--- src/rtl/scan_seq_pkg.sv ---
package scan_seq_pkg;
    typedef enum logic [3:0] {
        ST_IDLE,
        ST_PWR_UP,
        ST_PICK,
        ST_CFG,
        ST_START,
        ST_WAIT_EOC,
        ST_WAIT_CH,
        ST_PWR_DN,
        ST_FINISH
    } seq_state_e;
endpackage

--- src/rtl/chan_pick.sv ---
// Lowest-set-bit selector over the pending channel set.
module chan_pick #(
    parameter int N  = 8,
    parameter int IW = 3
) (
    input  logic [N-1:0]  pend_i,
    output logic          found_o,
    output logic [IW-1:0] idx_o
);
    logic [N:0]   seen;
    logic [N-1:0] hit;

    assign seen[0] = 1'b0;
    for (genvar i = 0; i < N; i++) begin : g_chain
        assign hit[i]    = pend_i[i] & ~seen[i];
        assign seen[i+1] = seen[i] | pend_i[i];
    end

    assign found_o = seen[N];

    always_comb begin
        idx_o = '0;
        for (int i = 0; i < N; i++) begin
            if (hit[i]) idx_o = idx_o | IW'(i);
        end
    end
endmodule

--- src/rtl/poll_timer.sv ---
// Produces a poll tick every GAP cycles while running; flags the final allowed poll.
module poll_timer #(
    parameter int GAP = 1,
    parameter int MAX = 20
) (
    input  logic clk,
    input  logic rst_n,
    input  logic clr_i,
    input  logic run_i,
    output logic tick_o,
    output logic last_o
);
    localparam int GW = (GAP > 1) ? $clog2(GAP) : 1;
    localparam int PW = (MAX > 1) ? $clog2(MAX) : 1;

    logic [GW-1:0] gap_q;
    logic [PW-1:0] poll_q;

    assign tick_o = run_i && (gap_q == GW'(GAP - 1));
    assign last_o = tick_o && (poll_q == PW'(MAX - 1));

    always_ff @(posedge clk or negedge rst_n) begin
        if (!rst_n) begin
            gap_q  <= '0;
            poll_q <= '0;
        end else if (clr_i) begin
            gap_q  <= '0;
            poll_q <= '0;
        end else if (run_i) begin
            if (tick_o) begin
                gap_q  <= '0;
                poll_q <= last_o ? poll_q : poll_q + 1'b1;
            end else begin
                gap_q <= gap_q + 1'b1;
            end
        end
    end


    poll_spacing_chk: assert property (@(posedge clk) disable iff (!rst_n)
        (tick_o && !clr_i && GAP > 1) |=> !tick_o);
endmodule

--- src/rtl/chan_scan_seq.sv ---
module chan_scan_seq
    import scan_seq_pkg::*;
#(
    parameter int NUM_CH     = 8,
    parameter int DATA_W     = 10,
    parameter int SLOT_W     = 16,
    parameter int MAX_POLLS  = 20,
    parameter int POLL_GAP   = 1,
    parameter int SETTLE_CYC = 8,
    parameter int OVR_W      = 8,
    localparam int CH_W      = (NUM_CH > 1) ? $clog2(NUM_CH) : 1,
    localparam int CNT_W     = $clog2(NUM_CH + 1),
    localparam int BUF_W     = NUM_CH * SLOT_W
) (
    input  logic              clk,
    input  logic              rst_n,
    input  logic              trig_i,
    input  logic [NUM_CH-1:0] scan_mask_i,
    input  logic [NUM_CH-1:0] rsv_mask_i,
    input  logic              shared_i,
    output logic              cv_pwr_dn_o,
    output logic              cv_cfg_we_o,
    output logic [CH_W-1:0]   cv_chan_o,
    output logic              cv_single_o,
    output logic              cv_start_o,
    input  logic              cv_eoc_i,
    input  logic [CH_W-1:0]   cv_smp_ch_i,
    input  logic [DATA_W-1:0] cv_data_i,
    output logic [BUF_W-1:0]  res_buf_o,
    output logic [CNT_W-1:0]  res_cnt_o,
    output logic              done_o,
    output logic              valid_o,
    output logic              invalid_o,
    output logic [OVR_W-1:0]  overrun_o
);
    localparam int SW = $clog2(SETTLE_CYC + 1);

    seq_state_e state_q, state_d;

    logic [NUM_CH-1:0] pend_q;
    logic [CH_W-1:0]   cur_ch_q;
    logic [CNT_W-1:0]  cnt_q;
    logic              abort_q;
    logic              shared_q;
    logic [SW-1:0]     settle_q;
    logic [BUF_W-1:0]  buf_q;
    logic              pwr_dn_q;
    logic [OVR_W-1:0]  ovr_q;

    logic [NUM_CH-1:0] eff_mask;
    logic              shared_now;
    logic              pick_found;
    logic [CH_W-1:0]   pick_idx;
    logic              waiting;
    logic              poll_tick;
    logic              poll_last;
    logic              ch_match;
    seq_state_e        end_state;

    assign eff_mask   = scan_mask_i & ~rsv_mask_i;
    assign shared_now = shared_i | (|rsv_mask_i);
    assign waiting    = (state_q == ST_WAIT_EOC) || (state_q == ST_WAIT_CH);
    assign ch_match   = (cv_smp_ch_i == cur_ch_q);
    assign end_state  = shared_q ? ST_FINISH : ST_PWR_DN;

    chan_pick #(.N(NUM_CH), .IW(CH_W)) u_pick (
        .pend_i  (pend_q),
        .found_o (pick_found),
        .idx_o   (pick_idx)
    );

    poll_timer #(.GAP(POLL_GAP), .MAX(MAX_POLLS)) u_poll (
        .clk    (clk),
        .rst_n  (rst_n),
        .clr_i  (state_d != state_q),
        .run_i  (waiting),
        .tick_o (poll_tick),
        .last_o (poll_last)
    );

    // State register
    always_ff @(posedge clk or negedge rst_n) begin
        if (!rst_n) state_q <= ST_IDLE;
        else        state_q <= state_d;
    end

    // Next-state logic
    always_comb begin
        state_d = state_q;
        unique case (state_q)
            ST_IDLE: begin
                if (trig_i) begin
                    if (eff_mask == '0)  state_d = ST_FINISH;
                    else if (shared_now) state_d = ST_PICK;
                    else                 state_d = ST_PWR_UP;
                end
            end
            ST_PWR_UP:   if (settle_q == SW'(SETTLE_CYC - 1)) state_d = ST_PICK;
            ST_PICK:     state_d = pick_found ? ST_CFG : end_state;
            ST_CFG:      state_d = ST_START;
            ST_START:    state_d = ST_WAIT_EOC;
            ST_WAIT_EOC: begin
                if (poll_tick && cv_eoc_i) state_d = ST_WAIT_CH;
                else if (poll_last)        state_d = end_state;
            end
            ST_WAIT_CH: begin
                if (poll_tick && ch_match) state_d = ST_PICK;
                else if (poll_last)        state_d = end_state;
            end
            ST_PWR_DN:   state_d = ST_FINISH;
            ST_FINISH:   state_d = ST_IDLE;
            default:     state_d = ST_IDLE;
        endcase
    end

    // Datapath and registered state behind the outputs
    always_ff @(posedge clk or negedge rst_n) begin
        if (!rst_n) begin
            pend_q   <= '0;
            cur_ch_q <= '0;
            cnt_q    <= '0;
            abort_q  <= 1'b0;
            shared_q <= 1'b0;
            settle_q <= '0;
            buf_q    <= '0;
            pwr_dn_q <= 1'b1;
            ovr_q    <= '0;
        end else begin
            if (state_q != ST_IDLE && trig_i && ovr_q != {OVR_W{1'b1}})
                ovr_q <= ovr_q + 1'b1;
            unique case (state_q)
                ST_IDLE: begin
                    pwr_dn_q <= !shared_now && !(trig_i && eff_mask != '0);
                    if (trig_i) begin
                        pend_q   <= eff_mask;
                        buf_q    <= '0;
                        cnt_q    <= '0;
                        abort_q  <= 1'b0;
                        shared_q <= shared_now;
                        settle_q <= '0;
                    end
                end
                ST_PWR_UP: settle_q <= settle_q + 1'b1;
                ST_PICK:   if (pick_found) cur_ch_q <= pick_idx;
                ST_WAIT_EOC: begin
                    if (poll_last && !cv_eoc_i) begin
                        buf_q[cnt_q[CH_W-1:0]*SLOT_W +: SLOT_W] <= {SLOT_W{1'b1}};
                        cnt_q   <= cnt_q + 1'b1;
                        abort_q <= 1'b1;
                    end
                end
                ST_WAIT_CH: begin
                    if (poll_tick && ch_match) begin
                        buf_q[cnt_q[CH_W-1:0]*SLOT_W +: SLOT_W] <=
                            {{(SLOT_W - DATA_W){1'b0}}, cv_data_i};
                        pend_q[cur_ch_q] <= 1'b0;
                        cnt_q <= cnt_q + 1'b1;
                    end else if (poll_last) begin
                        buf_q[cnt_q[CH_W-1:0]*SLOT_W +: SLOT_W] <= {SLOT_W{1'b1}};
                        cnt_q   <= cnt_q + 1'b1;
                        abort_q <= 1'b1;
                    end
                end
                ST_PWR_DN: pwr_dn_q <= 1'b1;
                default: ;
            endcase
        end
    end

    assign cv_pwr_dn_o = pwr_dn_q;
    assign cv_cfg_we_o = (state_q == ST_CFG);
    assign cv_start_o  = (state_q == ST_START);
    assign cv_single_o = (state_q == ST_CFG) || (state_q == ST_START);
    assign cv_chan_o   = cur_ch_q;
    assign res_buf_o   = buf_q;
    assign res_cnt_o   = cnt_q;
    assign done_o      = (state_q == ST_FINISH);
    assign valid_o     = (state_q == ST_FINISH) && !abort_q;
    assign invalid_o   = (state_q == ST_FINISH) && abort_q;
    assign overrun_o   = ovr_q;


    cfg_then_start_chk: assert property (@(posedge clk) disable iff (!rst_n)
        cv_start_o |-> ($past(cv_cfg_we_o) && $stable(cv_chan_o)));

    start_powered_chk: assert property (@(posedge clk) disable iff (!rst_n)
        cv_start_o |-> !cv_pwr_dn_o);

    shared_hold_chk: assert property (@(posedge clk) disable iff (!rst_n)
        (state_q != ST_IDLE && shared_q) |-> !cv_pwr_dn_o);

    done_flag_chk: assert property (@(posedge clk) disable iff (!rst_n)
        done_o |-> (valid_o != invalid_o));

    poll_limit_chk: assert property (@(posedge clk) disable iff (!rst_n)
        (state_q == ST_WAIT_EOC && poll_last && !cv_eoc_i)
            |=> (state_q == ST_PWR_DN || state_q == ST_FINISH));
endmodule

--- config.mk ---
export PLATFORM = sky130hd
export DESIGN_NAME = chan_scan_seq
export DESIGN_NICKNAME = d
export VERILOG_FILES = /design/src/rtl/scan_seq_pkg.sv /design/src/rtl/chan_pick.sv /design/src/rtl/poll_timer.sv /design/src/rtl/chan_scan_seq.sv
export SDC_FILE = /design/constraint.sdc
export NUM_CORES = 1
export LEC_CHECK = 0
export BUFFER_PORTS_ARGS = -buffer_cell sky130_fd_sc_hd__buf_2
export CORE_UTILIZATION = 39
export DETAILED_ROUTE_END_ITERATION = 10
export PLACE_DENSITY = 0.71
export SKIP_CTS_REPAIR_TIMING = 1
export SLEW_MARGIN = 25
export SYNTH_ARGS = -nofsm -noshare
export SYNTH_HDL_FRONTEND = slang
export SYNTH_HIERARCHICAL = 1
export SYNTH_SLANG_ARGS = --single-unit
--- constraint.sdc ---
create_clock -name clk -period 7.41 [get_ports clk]
set_input_delay 0.741 -clock clk [delete_from_list [all_inputs] [get_ports clk]]
set_output_delay 0.741 -clock clk [all_outputs]
set_load 0.005 [all_outputs]
Word-level counts from Yosys, hierarchy flattened
Index checks and enable logic that the tools add are counted.
- $add $sub $neg: 6
- multiply operators: 0
- divide/modulo/power cells: 0
- $lt $le $gt $ge: 2
- eq/ne operators: 20
- shift-type cells: 3
- multiplexer cells: 48
- bitwise gates (word level): 27
- reductions and logical operators: 36
- operator list (operator ; number):
    $mux W128 ; 4
    $pmux W128 S3 ; 1
    $bwmux W128 ; 2
    $shift A16 B34 Y128 const A ; 1
    $shiftx A16 B34 Y128 ; 1
    $shiftx A16 B34 Y128 const A ; 1
    $mux W4 ; 12
    $neg A7 Y34 ; 1
    $pmux W4 S8 ; 1
    $eq A4 B3 Y1 const B ; 5
    $mux W5 ; 4
    $and A8 B8 Y8 ; 2
    $mux W8 ; 2
    $not A8 Y8 ; 2
    $pmux W8 S2 ; 1
    $logic_and A1 B1 Y1 ; 12
    $mux W3 ; 4
    $pmux W4 S3 ; 1
    $reduce_bool A2 Y1 ; 5
    $mux W1 ; 9
    $add A4 B1 Y4 const B ; 2
    $add A8 B1 Y8 const B ; 1
    $eq A4 B2 Y1 const B ; 2
    $logic_not A8 Y1 ; 1
    other kinds (32) ; 65
- register bits after elaboration: 168
- latch bits: 0
- RAM bits: 0
- memory bits (read-only): 0
- memories: 0

Longest topological paths before layout
- depth after elaboration: 12
- mapped depth: 16
- depth with buffers taken out: 14

Hierarchy
Netlist, hierarchy kept.
- by module, submodules not included (module ; instances ; cells an instance ; area each (um2) ; sequential area each (um2)):
    chan_scan_seq ; 1 ; 671 ; 6936.7 ; 4055.1
    poll_timer ; 1 ; 33 ; 341.6 ; 150.1
    chan_pick ; 1 ; 14 ; 82.6 ; 0.0

Worst setup path after synthesis
No wires, ideal clock.
- path kind: reg2reg
- start point: register state_q[0]
- end point: register buf_q[7], in the netlist res_buf_o[7]
- setup time: 0.087 ns
- data arrival time: 2.972 ns
- data required time: 7.323 ns
- slack: 4.351 ns
- cell stages (with the launch flop): 13
- path buffers: 1
- clock period less this slack: 3.059 ns
- cell sequence: dfrtp_1 nor2b_1 o21ai_0 inv_1 nand2b_4 nor2_1 nand3b_1 or3_1 a32o_2 nor4_4 buf_4 nor2_1 a211oi_2
- longest elaborated chain between the ends: 7
- elaborated cells on any way between the ends: 15
- RTL lines (element ; line ; RTL):
    start: declaration ; chan_scan_seq.sv:38 ; seq_state_e state_q, state_d;
    start signal: assignment ; chan_scan_seq.sv:84 ; else state_q <= state_d;
    $eq A4 B3 Y1 ; chan_scan_seq.sv:62 ; assign waiting = (state_q == ST_WAIT_EOC) || (state_q == ST_WAIT_CH);
    $logic_or A1 B1 Y1 * ; chan_scan_seq.sv:62 ;
    via waiting ; chan_scan_seq.sv:54 ; logic waiting;
    $logic_and A1 B1 Y1 * ; poll_timer.sv:19 ; assign tick_o = run_i && (gap_q == GW'(GAP - 1));
    $logic_and A1 B1 Y1 * ; poll_timer.sv:20 ; assign last_o = tick_o && (poll_q == PW'(MAX - 1));
    via poll_last ; chan_scan_seq.sv:56 ; logic poll_last;
    $logic_and A1 B1 Y1 ; chan_scan_seq.sv:146 ; if (poll_last && !cv_eoc_i) begin
    $ne A2 B1 Y1 (no source line) ; - ;
    $reduce_and A4 Y1 (no source line) * ; - ;
    end signal: indexed assignment ; chan_scan_seq.sv:147 ; buf_q[cnt_q[CH_W-1:0]*SLOT_W +: SLOT_W] <= {SLOT_W{1'b1}};
    end signal: indexed assignment ; chan_scan_seq.sv:154 ; buf_q[cnt_q[CH_W-1:0]*SLOT_W +: SLOT_W] <=
    end signal: indexed assignment ; chan_scan_seq.sv:159 ; buf_q[cnt_q[CH_W-1:0]*SLOT_W +: SLOT_W] <= {SLOT_W{1'b1}};
    end: declaration ; chan_scan_seq.sv:46 ; logic [BUF_W-1:0] buf_q;
Mark *: on every way through the listed nets, which the timed path passes. The rest lies on a longest branch.
A chain may end at the register's enable or synchronous reset.

Final worst setup path
- start point: register state_q[1]
- end point: register buf_q[67], in the netlist res_buf_o[67]
Same word-level chain as after synthesis.

==> impl_results.md <==
- Vias per inst: 5.405
- Pre-CTS WS: 3451 ps
- Net Count, Synth: 758
- Die ar.: 19430 µm²
- TritonRoute pass-1 iters: 5
- Number of CTS-inserted buffers: 17
- Antenna violations before repair: 0
- CP required: 7760 ps
- Count of buffers from port buffering: 183
- Total gr overflow: 0
- Largest net degree at the start of global routing: 100
- Dpl cells: 1101
- MaxCap Viol Count: 0
- Mapped Area: 7361 µm²
- Root Driver: clkbuf_16
- Starting Density: 40.42%
- Cells after Synth: 718
- Post-synth EDFFs: 0
- Pin slew with the least headroom to its limit: 999.1 ps
- Syn Area/Cell: 10.25 µm²
- # diodes: 0
- Status: completed
- GR Util All Layers: 21.86%
- Skew final: 10.26 ps
- Final GP Congestion: 0.9230
- CP Launch Type: flop
- Layout fillers: 1671
- Slowest cell delay on critical path: 840 ps
- Crit-path max FO: 16
- Power Total: 2.868 mW
- Peak VDD IR: 0.2858 mV
- Worst path bufs/invs: 1
- Sequential cell area: 4205 µm²
- Warnings from Yosys: 6
- Met2 Resource Use GR: 33.46%
- Post-route insts no fill: 1133
- Post-DP HPWL: 14.30 mm
- Main synth FF type: dfrtp_1
- Post-synthesis cell type count: 66
- Flops & latches, synth: 168
- Wirelength per Cell: 17.83 µm
- Worst path cell trace: nor2b_1 -> o21ai_0 -> inv_1 -> nand2b_4 -> nor2_1 -> nand3b_1 -> or3_1 -> a32o_2 -> nor3_2 -> nor2_1 -> a211oi_1
- Met3 Use GR: 5.747%
- H-Tree Depth: 4
- DRT antenna net count: 0
- Tmin final: 4026 ps
- GR peak layer: met2
- CTS tree: done
- GR Layer Usage met1: 28.82%
- Hold_ws: 393.9 ps
- Worst-path clk slew: 70 ps
- Static leakage: 4.522 nW
- Top post-synthesis cells by area: dfrtp_1, nor2_1, nand2_1
- Final hold viol count: 0
- Vias in the first global route: 5878
- Slew Limit Headroom: 33.03%
- Clk Latency, worst-skew pair: 440 ps
- Top cell type's share of synthesized area: 56.77%
- Die Width: 139.4 µm
- Crit Path Category: flop to flop
- Critical Path AT: 4380 ps
- Clock Sinks: 168
- Nets: 931
- Slew Limit Fails: 0
- DIE HEIGHT: 139.4 µm
- CP max-delay cell: nor3_2
- Most frequent cells in the layout: buf_2, dfrtp_1, nor2_1
- Unrepaired setup endpoints after global routing: false
- Crit end category: flop
- Setup slack after layout: 3384 ps
- Drc violations: 0
- Final setup viols: 0
- Synthesis-to-layout area growth: 23.12%
- Top delay family on crit path: simple AND/OR/NAND/NOR gates
- PD cells: 316.5 nW/µm²
- Critical path's most frequent cell: nor2_1
- Seq/Total Area, Yosys: 57.13%
- Vias post-DR: 6124
- Post-synthesis async set-or-reset flop share: 100.0%
- Worst hold path class: primary input to async pin
- Multi-input gate area: 2970 µm²
- Core Box Area: 18210 µm²
- Max clock buf depth: 2
- Final setup TNS: 0 ps
- Drt total wl: 20.20 mm
- Area leader, netlist: dfrtp_1
- Io pins: 184
- Row cnt: 49
- Detailed router's first-iteration violation count: 356
- Fmax: 0.2484 GHz
- First-pass GRT wire length: 32.54 mm
- Final Cycle Share: 54.34%
- Share of layout cells above drive strength 1: 27.32%
- Commonest non-fill, non-tap cell in the layout: buf_2
-- logic make-up after synthesis --
family          count (synthesis)  synth area share (%)
compound gates                182                 17.03
xor+xnor                       14                 1.666
fa+ha+maj                       6                 1.020
buf+inv                        49                 2.838
flops                         168                 57.13
mux                             6                0.9009
simple gates                  293                 19.41
-- Yosys cell counts, types with 5 or more instances --
cell / number
a211oi_1: 9
a21oi_1: 40
a22o_1: 5
a2bb2oi_1: 31
a31oi_1: 5
and2_1: 6
buf_2: 13
clkbuf_1: 14
dfrtp_1: 167
ha_1: 6
inv_1: 15
nand2_1: 83
nand2b_1: 5
nand3_1: 11
nand3b_1: 6
nand4_1: 8
nor2_1: 113
nor2b_1: 14
nor3_1: 6
nor4_1: 5
o21a_1: 31
o21ai_0: 33
or3_1: 5
xnor2_1: 11
-- state kept, by name, summed over array words and instances, names as in the netlist, 3 cells and up --
register / count
res_buf_o: 128
overrun_o: 8
pend_q: 8
u_poll/poll_q: 5
res_cnt_o: 4
settle_q: 4
state_q: 4
cv_chan_o: 3
-- where the power goes --
part	total, mW	switching (mW)	internal [mW]	leakage (nW)
Clock	0.886	0.378	0.507	0.276
Sequential	1.19	0.149	1.04	2.28
Combinational	0.793	0.477	0.316	1.96
-- final timing paths --
check                                           startpoint                    endpoint  slack, ps  cells past startpoint
worst min-delay path                                 rst_n    overrun_o[2]$_DFFE_PN0P_        390                      1
max in group asynchronous                            rst_n  res_buf_o[122]$_DFFE_PN0P_       5580                      2
min in group clk                res_buf_o[100]$_DFFE_PN0P_  res_buf_o[100]$_DFFE_PN0P_        490                      2
worst max register to register        state_q[1]$_DFF_PN0_   res_buf_o[67]$_DFFE_PN0P_       3380                     11
worst min register to register  res_buf_o[100]$_DFFE_PN0P_  res_buf_o[100]$_DFFE_PN0P_        490                      2
worst max-delay path                  state_q[1]$_DFF_PN0_   res_buf_o[67]$_DFFE_PN0P_       3380                     11
-- per-layer routing --
layer,share of wire (%),up-vias
li1,-,2862
met1,44,3020
met2,46,198
met3,6.5,44
met4,3.1,0
met5,0,-
-- area by class of cell --
cell class / instances / area share (%)
multi-input cells: 501 / 32.78
clock buffers: 19 / 4.887
inverters: 16 / 0.6765
repair buffers: 187 / 10.51
clock inverters: 13 / 1.588
well taps: 229 / 3.162
flip-flops and latches: 168 / 46.40
-- worst register-to-register path: cells and delay by family, from the launching register on --
family,cells,cell delay [ps]
AND/OR/NAND/NOR,7,2220
buffers and inverters,1,250
flip-flops,1,580
AO/OA/AOI/OAI,3,900
-- stage by stage --
stage	area, µm²	utilization (%)
global placement	8452	46.42
global route	9062	49.77
floorplan	7361	-
detailed placement	8457	46.44
finish	9062	49.77
CTS	9044	49.67
No activity file was read; power rests on OpenSTA's default activity.
